**src/rtl/sync_seq_pkg.sv**
```systemverilog
package sync_seq_pkg;

   typedef enum logic [2:0] {
      IC_NORMAL = 3'd0,
      IC_HALT   = 3'd1,
      IC_WAIT   = 3'd2,
      IC_ESC    = 3'd3,
      IC_NOP    = 3'd4
   } icls_e;

   typedef enum logic [3:0] {
      ST_RUN,
      ST_EXEC,
      ST_NOP,
      ST_ESC,
      ST_ESCMEM,
      ST_HALT,
      ST_WAIT,
      ST_IREQ,
      ST_ISR
   } seq_st_e;

endpackage

```
**src/rtl/sync_seq_sync.sv**
```systemverilog
module sync_seq_sync #(
   parameter int   STAGES  = 2,
   parameter logic RST_VAL = 1'b1
) (
   input  logic clk,
   input  logic rst,
   input  logic d,
   output logic q
);
   if (STAGES < 2) begin : g_bad_stages
      $error("sync_seq_sync: STAGES must be at least 2");
   end

   logic [STAGES-1:0] ff;

   for (genvar i = 0; i < STAGES; i++) begin : g_stage
      if (i == 0) begin : g_first
         always_ff @(posedge clk) begin
            if (rst) ff[0] <= RST_VAL;
            else     ff[0] <= d;
         end
      end else begin : g_next
         always_ff @(posedge clk) begin
            if (rst) ff[i] <= RST_VAL;
            else     ff[i] <= ff[i-1];
         end
      end
   end

   assign q = ff[STAGES-1];
endmodule

```
**src/rtl/sync_seq_cnt.sv**
```systemverilog
module sync_seq_cnt #(
   parameter int LIMIT = 2
) (
   input  logic clk,
   input  logic rst,
   input  logic clear,
   input  logic en,
   output logic last
);
   if (LIMIT < 2) begin : g_bad_limit
      $error("sync_seq_cnt: LIMIT must be at least 2");
   end

   localparam int W = $clog2(LIMIT);

   logic [W-1:0] cnt;

   always_ff @(posedge clk) begin
      if (rst || clear)  cnt <= '0;
      else if (en && !last) cnt <= cnt + 1'b1;
   end

   assign last = (cnt == W'(LIMIT-1));
endmodule

```
**src/rtl/sync_seq_lock.sv**
```systemverilog
module sync_seq_lock (
   input  logic clk,
   input  logic rst,
   input  logic set,
   input  logic clr,
   output logic lock
);
   always_ff @(posedge clk) begin
      if (rst)      lock <= 1'b0;
      else if (clr) lock <= 1'b0;
      else if (set) lock <= 1'b1;
   end
endmodule

```
**src/rtl/sync_seq.sv**
```systemverilog
module sync_seq
   import sync_seq_pkg::*;
#(
   parameter int CODE_W      = 6,
   parameter int NOP_CYCLES  = 3,
   parameter int SYNC_STAGES = 2
) (
   input  logic              clk,
   input  logic              rst,
   input  logic              instr_valid,
   input  logic [2:0]        instr_class,
   input  logic              lock_pfx,
   input  logic [CODE_W-1:0] esc_code,
   input  logic              esc_mem,
   input  logic              exec_done,
   input  logic              mem_ack,
   input  logic              nmi,
   input  logic              intr,
   input  logic              int_en,
   input  logic              test_n,
   input  logic              int_ack,
   input  logic              iret,
   output logic              fetch_en,
   output logic              int_req,
   output logic              int_nmi,
   output logic              ret_to_wait,
   output logic              bus_lock,
   output logic              esc_strobe,
   output logic [CODE_W-1:0] esc_code_out,
   output logic              esc_mem_req,
   output logic              instr_done,
   output logic              flag_we
);
   if (NOP_CYCLES < 3) begin : g_bad_nop
      $error("sync_seq: NOP_CYCLES must be at least 3");
   end
   if (CODE_W < 1) begin : g_bad_code
      $error("sync_seq: CODE_W must be positive");
   end

   localparam int NOP_WAIT = NOP_CYCLES - 1;

   seq_st_e           st;
   logic [CODE_W-1:0] code_q;
   logic              escmem_q;
   logic              ret_q;
   logic              nmi_q;
   logic              test_s;
   logic              nop_last;
   logic              irq_any;
   logic              accept;
   logic              lock_set;
   icls_e             cls;

   sync_seq_sync #(.STAGES(SYNC_STAGES), .RST_VAL(1'b1)) u_test_sync (
      .clk (clk), .rst (rst), .d (test_n), .q (test_s)
   );

   sync_seq_cnt #(.LIMIT(NOP_WAIT)) u_nop_cnt (
      .clk (clk), .rst (rst), .clear (accept),
      .en (st == ST_NOP), .last (nop_last)
   );

   sync_seq_lock u_lock (
      .clk (clk), .rst (rst), .set (lock_set), .clr (instr_done),
      .lock (bus_lock)
   );

   assign cls      = icls_e'(instr_class);
   assign irq_any  = nmi || (intr && int_en);
   assign fetch_en = (st == ST_RUN) && !irq_any;
   assign accept   = fetch_en && instr_valid;
   assign lock_set = accept && lock_pfx && (cls != IC_HALT) && (cls != IC_WAIT);

   always_ff @(posedge clk) begin
      if (rst) begin
         st       <= ST_RUN;
         ret_q    <= 1'b0;
         nmi_q    <= 1'b0;
         code_q   <= '0;
         escmem_q <= 1'b0;
      end else begin
         unique case (st)
            ST_RUN: begin
               if (irq_any) begin
                  st    <= ST_IREQ;
                  ret_q <= 1'b0;
                  nmi_q <= nmi;
               end else if (accept) begin
                  case (cls)
                     IC_HALT: st <= ST_HALT;
                     IC_WAIT: st <= ST_WAIT;
                     IC_NOP:  st <= ST_NOP;
                     IC_ESC: begin
                        st       <= ST_ESC;
                        code_q   <= esc_code;
                        escmem_q <= esc_mem;
                     end
                     default: st <= ST_EXEC;
                  endcase
               end
            end
            ST_EXEC:   if (exec_done) st <= ST_RUN;
            ST_NOP:    if (nop_last)  st <= ST_RUN;
            ST_ESC:    st <= escmem_q ? ST_ESCMEM : ST_RUN;
            ST_ESCMEM: if (mem_ack)   st <= ST_RUN;
            ST_HALT: begin
               if (irq_any) begin
                  st    <= ST_IREQ;
                  ret_q <= 1'b0;
                  nmi_q <= nmi;
               end
            end
            ST_WAIT: begin
               if (!test_s) begin
                  st <= ST_RUN;
               end else if (irq_any) begin
                  st    <= ST_IREQ;
                  ret_q <= 1'b1;
                  nmi_q <= nmi;
               end
            end
            ST_IREQ:   if (int_ack) st <= ST_ISR;
            ST_ISR:    if (iret)    st <= ret_q ? ST_WAIT : ST_RUN;
            default:   st <= ST_RUN;
         endcase
      end
   end

   assign int_req      = (st == ST_IREQ);
   assign int_nmi      = int_req && nmi_q;
   assign ret_to_wait  = ret_q && ((st == ST_IREQ) || (st == ST_ISR));
   assign esc_strobe   = (st == ST_ESC);
   assign esc_code_out = esc_strobe ? code_q : '0;
   assign esc_mem_req  = (st == ST_ESCMEM);
   assign flag_we      = (st == ST_EXEC) && exec_done;
   assign instr_done   = flag_we
                       || ((st == ST_NOP) && nop_last)
                       || ((st == ST_ESC) && !escmem_q)
                       || ((st == ST_ESCMEM) && mem_ack)
                       || ((st == ST_WAIT) && !test_s);

   // reset forces the running state and drops lock and request
   a_r1_reset_run: assert property (@(posedge clk)
      rst |=> (st == ST_RUN && !bus_lock && !int_req));

   // halt persists while no interrupt is valid
   a_r3_halt_stays: assert property (@(posedge clk) disable iff (rst)
      (st == ST_HALT && !nmi && !(intr && int_en)) |=> (st == ST_HALT && !fetch_en));

   // return from service taken in wait goes back to wait
   a_r5_back_to_wait: assert property (@(posedge clk) disable iff (rst)
      (st == ST_ISR && iret && ret_to_wait) |=> (st == ST_WAIT));

   // request held until acknowledged
   a_r7_req_hold: assert property (@(posedge clk) disable iff (rst)
      (int_req && !int_ack) |=> int_req);

   // coprocessor strobe lasts one cycle
   a_r8_strobe_once: assert property (@(posedge clk) disable iff (rst)
      esc_strobe |=> !esc_strobe);

   // no completion in the cycle after a no-operation is accepted
   a_r9_nop_gap: assert property (@(posedge clk) disable iff (rst)
      (accept && cls == IC_NOP) |=> !instr_done);

   // lock never held while idle, released after completion
   a_r10_no_lock_idle: assert property (@(posedge clk) disable iff (rst)
      (st == ST_HALT || st == ST_WAIT) |-> !bus_lock);
   a_r10_release: assert property (@(posedge clk) disable iff (rst)
      instr_done |=> !bus_lock);

   // flag write only accompanies a completion
   a_r11_flag_done: assert property (@(posedge clk) disable iff (rst)
      flag_we |-> (instr_done && !esc_strobe && !esc_mem_req));
endmodule

```
**config.mk**
```make
export PLATFORM = sky130hd
export DESIGN_NAME = sync_seq
export DESIGN_NICKNAME = d
export VERILOG_FILES = /design/src/rtl/sync_seq_pkg.sv /design/src/rtl/sync_seq_sync.sv /design/src/rtl/sync_seq_cnt.sv /design/src/rtl/sync_seq_lock.sv /design/src/rtl/sync_seq.sv
export SDC_FILE = /design/constraint.sdc
export NUM_CORES = 1
export LEC_CHECK = 0
export BUFFER_PORTS_ARGS = -buffer_cell sky130_fd_sc_hd__buf_2
export CAP_MARGIN = 30
export CORE_MARGIN = 2
export CORE_UTILIZATION = 45
export CTS_CLUSTER_DIAMETER = 80
export DETAILED_ROUTE_END_ITERATION = 8
export PLACE_DENSITY_LB_ADDON = 0.08
export SYNTH_ARGS = -nofsm -noshare
export SYNTH_HDL_FRONTEND = slang
export SYNTH_SLANG_ARGS = --single-unit
```
**constraint.sdc**
```tcl
create_clock -name clk -period 3.24 [get_ports clk]
set_input_delay 0.648 -clock clk [delete_from_list [all_inputs] [get_ports clk]]
set_output_delay 0.648 -clock clk [all_outputs]
set_load 0.1 [all_outputs]
```
==> results by group <==
Pwr
  – PwrDens: approximately 750 nW/um^2
  – P_sw: 505.0 uW
  – Peak supply drop: 0.4811 mV
  – Switching Share: 0.5206
  – Pint: ~470 uW
  – Static leakage: approximately 0.6 nW
  – Comb pwr share: 0.549
  – Clock share of power: 0.118
  – Reg power frac: 0.333

Clocking
  – CTS root buf: clkbuf_4
  – # H-tree levels: 1
  – Skew-Pair Late Insertion Delay: 0.29 ns
  – Clk buf depth: 2
  – Setup Buffers After CTS: 0
  – CTS tree: done
  – Gates resized, CTS repair: 0
  – Clk pin slew, worst setup/hold paths: ~0.1 ns
  – Num CTS Buffers: 3
  – CTS sink count: 17
  – CTS Hold Bufs: 0

STA
  – Final hold viol count: 0
  – Final Slew Violations: 0
  – TNS Setup: 0 ns
  – Fin crit period: 2.896 ns
  – F_max: around 350 MHz
  – Tcrit/Tclk final: 0.8940
  – Worst-margin pin slew: 0.6779 ns
  – Worst Slack Setup Final: 0.3435 ns
  – Max_slew headroom: 0.5475
  – Setup-failing EPs final: 0
  – Final Skew: ~0.0014 ns
  – RSZ-0062 raised after global routing: false

Min path
  – Worst Hold Class: reg -> reg

Route
  – # DRC: 0
  – Final wirelength: 2.429 mm
  – Detailed Route Iter0 Violations: 19
  – Vias: 1068
  – Vias per cell: 5.505
  – Drt wl/cell: around 13 um
  – First-pass detailed-route iteration total: 4
  – Antenna violation net count after detailed routing: 0

Yosys
  – Post-synth EDFFs: 0
  – Top cells by count, synth: dfxtp_1, nor2_1, a21oi_1, nand2_1
  – Synth Area in Compound Gates: 0.2313
  – Most frequent cell after synthesis: dfxtp_1
  – Largest family of logic cells by synthesized area: simple AND/OR/NAND/NOR gates
  – Async set-reset flop share out of synthesis: 0
  – Simple-gate share of the synthesized area: 0.3165
  – Most used DFF post-synth: dfxtp_1
  – Synth top area share: 0.3130
  – Synth cell types: 43
  – Syn Nets: about 160
  – Syn. warnings: 0
  – Post-synth top area cell: dfxtp_1
  – Post-synthesis mux area share: 0.06444
  – Seq cells post-synth: 17
  – Post-synthesis sequential area ratio: 0.3130
  – Cell Area, Synth: between 1000 and 1500 sq um
  – Post-Synth XOR/XNOR Area: 0.01611
  – Cells after synthesis: 135
  – Top cells by area, synth: dfxtp_1, mux2i_1, nor2_1
  – Synthesized area per cell: 8.054 sq um
  – Post-synthesis adder-cell area fraction: 0

Setup path
  – Slowest stage cell, crit path: dfxtp_1
  – Worst path cell trace: nand2b_1, nor3b_4, and2_1, buf_2
  – CP Class: reg -> out
  – CP Launch Type: flop
  – FF-to-FF path depth: 5
  – Worst Setup EP: esc_code_out[5]
  – Worst setup EP type: primary output
  – Crit path launch: st[0]
  – Reg2reg setup slack: 1.14 ns
  – Launching point of the worst reg2reg path: st[2]
  – CP max FO: 18
  – WP depth: 4
  – R2r endpoint: ret_q
  – Critical path buffers and inverters: 1
  – CP arrival: 2.25 ns
  – Max incr delay on CP: 0.74 ns
  – CP top delay family: simple AND/OR/NAND/NOR gates
  – WP data required: 2.59 ns

Placement
  – Place WS: 0.6706 ns
  – DPL Wire Length: about 1.8 mm
  – Gpl congestion: 0.8765
  – Port Buffers: 36

Layout
  – Count of nets after finishing: 189
  – Layout area overhead: 18.41%
  – Layout cells sized above 1: 0.2952
  – Diode count: 0
  – Multi-input logic area: between 600 and 700 sq um
  – FILL cells: 237
  – FF+latch area: 340.3 sq um

Global routing
  – Largest net degree at the start of global routing: 22
  – Total grt overflow: 0
  – First-pass GRT wire length: 4.071 mm
  – Initial antenna violation count: 0
  – Vias in the first global route: 947
  – GRT Overall Usage: 0.1945

Floorplan
  – Number of cell rows: 17
  – Die width: 53.16 um
  – IO Count: 37
  – Die area: 2825 sq um
  – Starting Density: 0.4822
  – Core Box Area: 2255 sq um
  – Die span in y: 53.16 um

Outcome
  – Status: completed

Job
  – Max Cap Viol: 0
-- layer usage --
layer,wire (um),GRT usage,part of all wire,vias to the layer above
met5,0,0,0,-
met4,53,0.08547,0.022,0
met3,152,0.04237,0.063,6
met2,1058,0.2833,0.44,33
met1,1165,0.2726,0.48,481
li1,-,-,-,548
-- cell families after synthesis --
| group | count (synthesis) |
|---|---|
| xor gates and xnor gates | 2 |
| and+or+nand+nor | 61 |
| buffers and inverters | 11 |
| DFF | 17 |
| muxes | 7 |
| AOI/OAI and AO/OA | 37 |
-- placed cells by master (no fill, tap or decap), types with 2 or more instances in the layout --
cell      instances
mux2i_1           7
a31oi_1           3
or2_2             2
clkbuf_4          3
a21oi_1          10
o21ai_0           4
and2_1            7
nor2b_1           4
a21o_1            2
o31ai_1           2
nor2_1           15
nand2b_1          4
buf_2            36
o21ai_1           2
o211ai_1          3
nor3_1            4
nand3b_1          3
dfxtp_1          17
nand3_1           2
nand2_1          10
inv_1             2
o21a_1            2
-- stage by stage --
| stage | hold WS (ns) | total power [mW] | std cells | util | cell area [sq um] |
|---|---|---|---|---|---|
| after floorplan | 0.3895 | 0.7924 | 135 | - | 1101 |
| after global placement | 0.3937 | 0.8548 | 190 | 0.5588 | 1260 |
| after detailed placement | 0.3988 | 0.8564 | 190 | 0.5588 | 1260 |
| after CTS | 0.4232 | 0.9746 | 194 | 0.5710 | 1287 |
| after global routing | 0.4459 | 1.042 | 194 | 0.5710 | 1287 |
| final | 0.4276 | 0.9701 | 194 | 0.5710 | 1287 |
-- state kept, by name, indices dropped and copies added (netlist names) --
signal,flops
u_lock.lock,1
code_q,6
nmi_q,1
st,4
u_test_sync.q,1
escmem_q,1
ret_q,1
u_nop_cnt.last,1
u_test_sync.ff,1
-- worst min path at each step --
stage,start,endpoint,cells after the start
final,u_test_sync.ff[0],u_test_sync.q,1
after global routing,u_test_sync.ff[0],u_test_sync.q,1
after CTS,u_test_sync.ff[0],u_test_sync.q,1
after detailed placement,u_test_sync.ff[0],u_test_sync.q,1
after global placement,u_test_sync.ff[0],u_test_sync.q,1
after floorplan,u_test_sync.ff[0],u_test_sync.q,1
-- power groups by stage --
stage	Sequential (mW)	Combinational, mW	Clock (mW)
6_report	0.323	0.533	0.114
3_5_place_dp	0.326	0.530	0
4_1_cts	0.322	0.532	0.121
2_1_floorplan	0.259	0.533	0
3_3_place_gp	0.326	0.529	0
5_1_grt	0.337	0.575	0.131
-- layout make-up --
class / count / share of cell area
inverters: 2 / 0.005831
clock inverters: 1 / 0.003887
multi-input cells: 107 / 0.5413
repair buffers: 36 / 0.1399
clock buffers: 3 / 0.01749
well taps: 28 / 0.02721
flip-flops and latches: 17 / 0.2643
(Power assumes the default switching activity.)
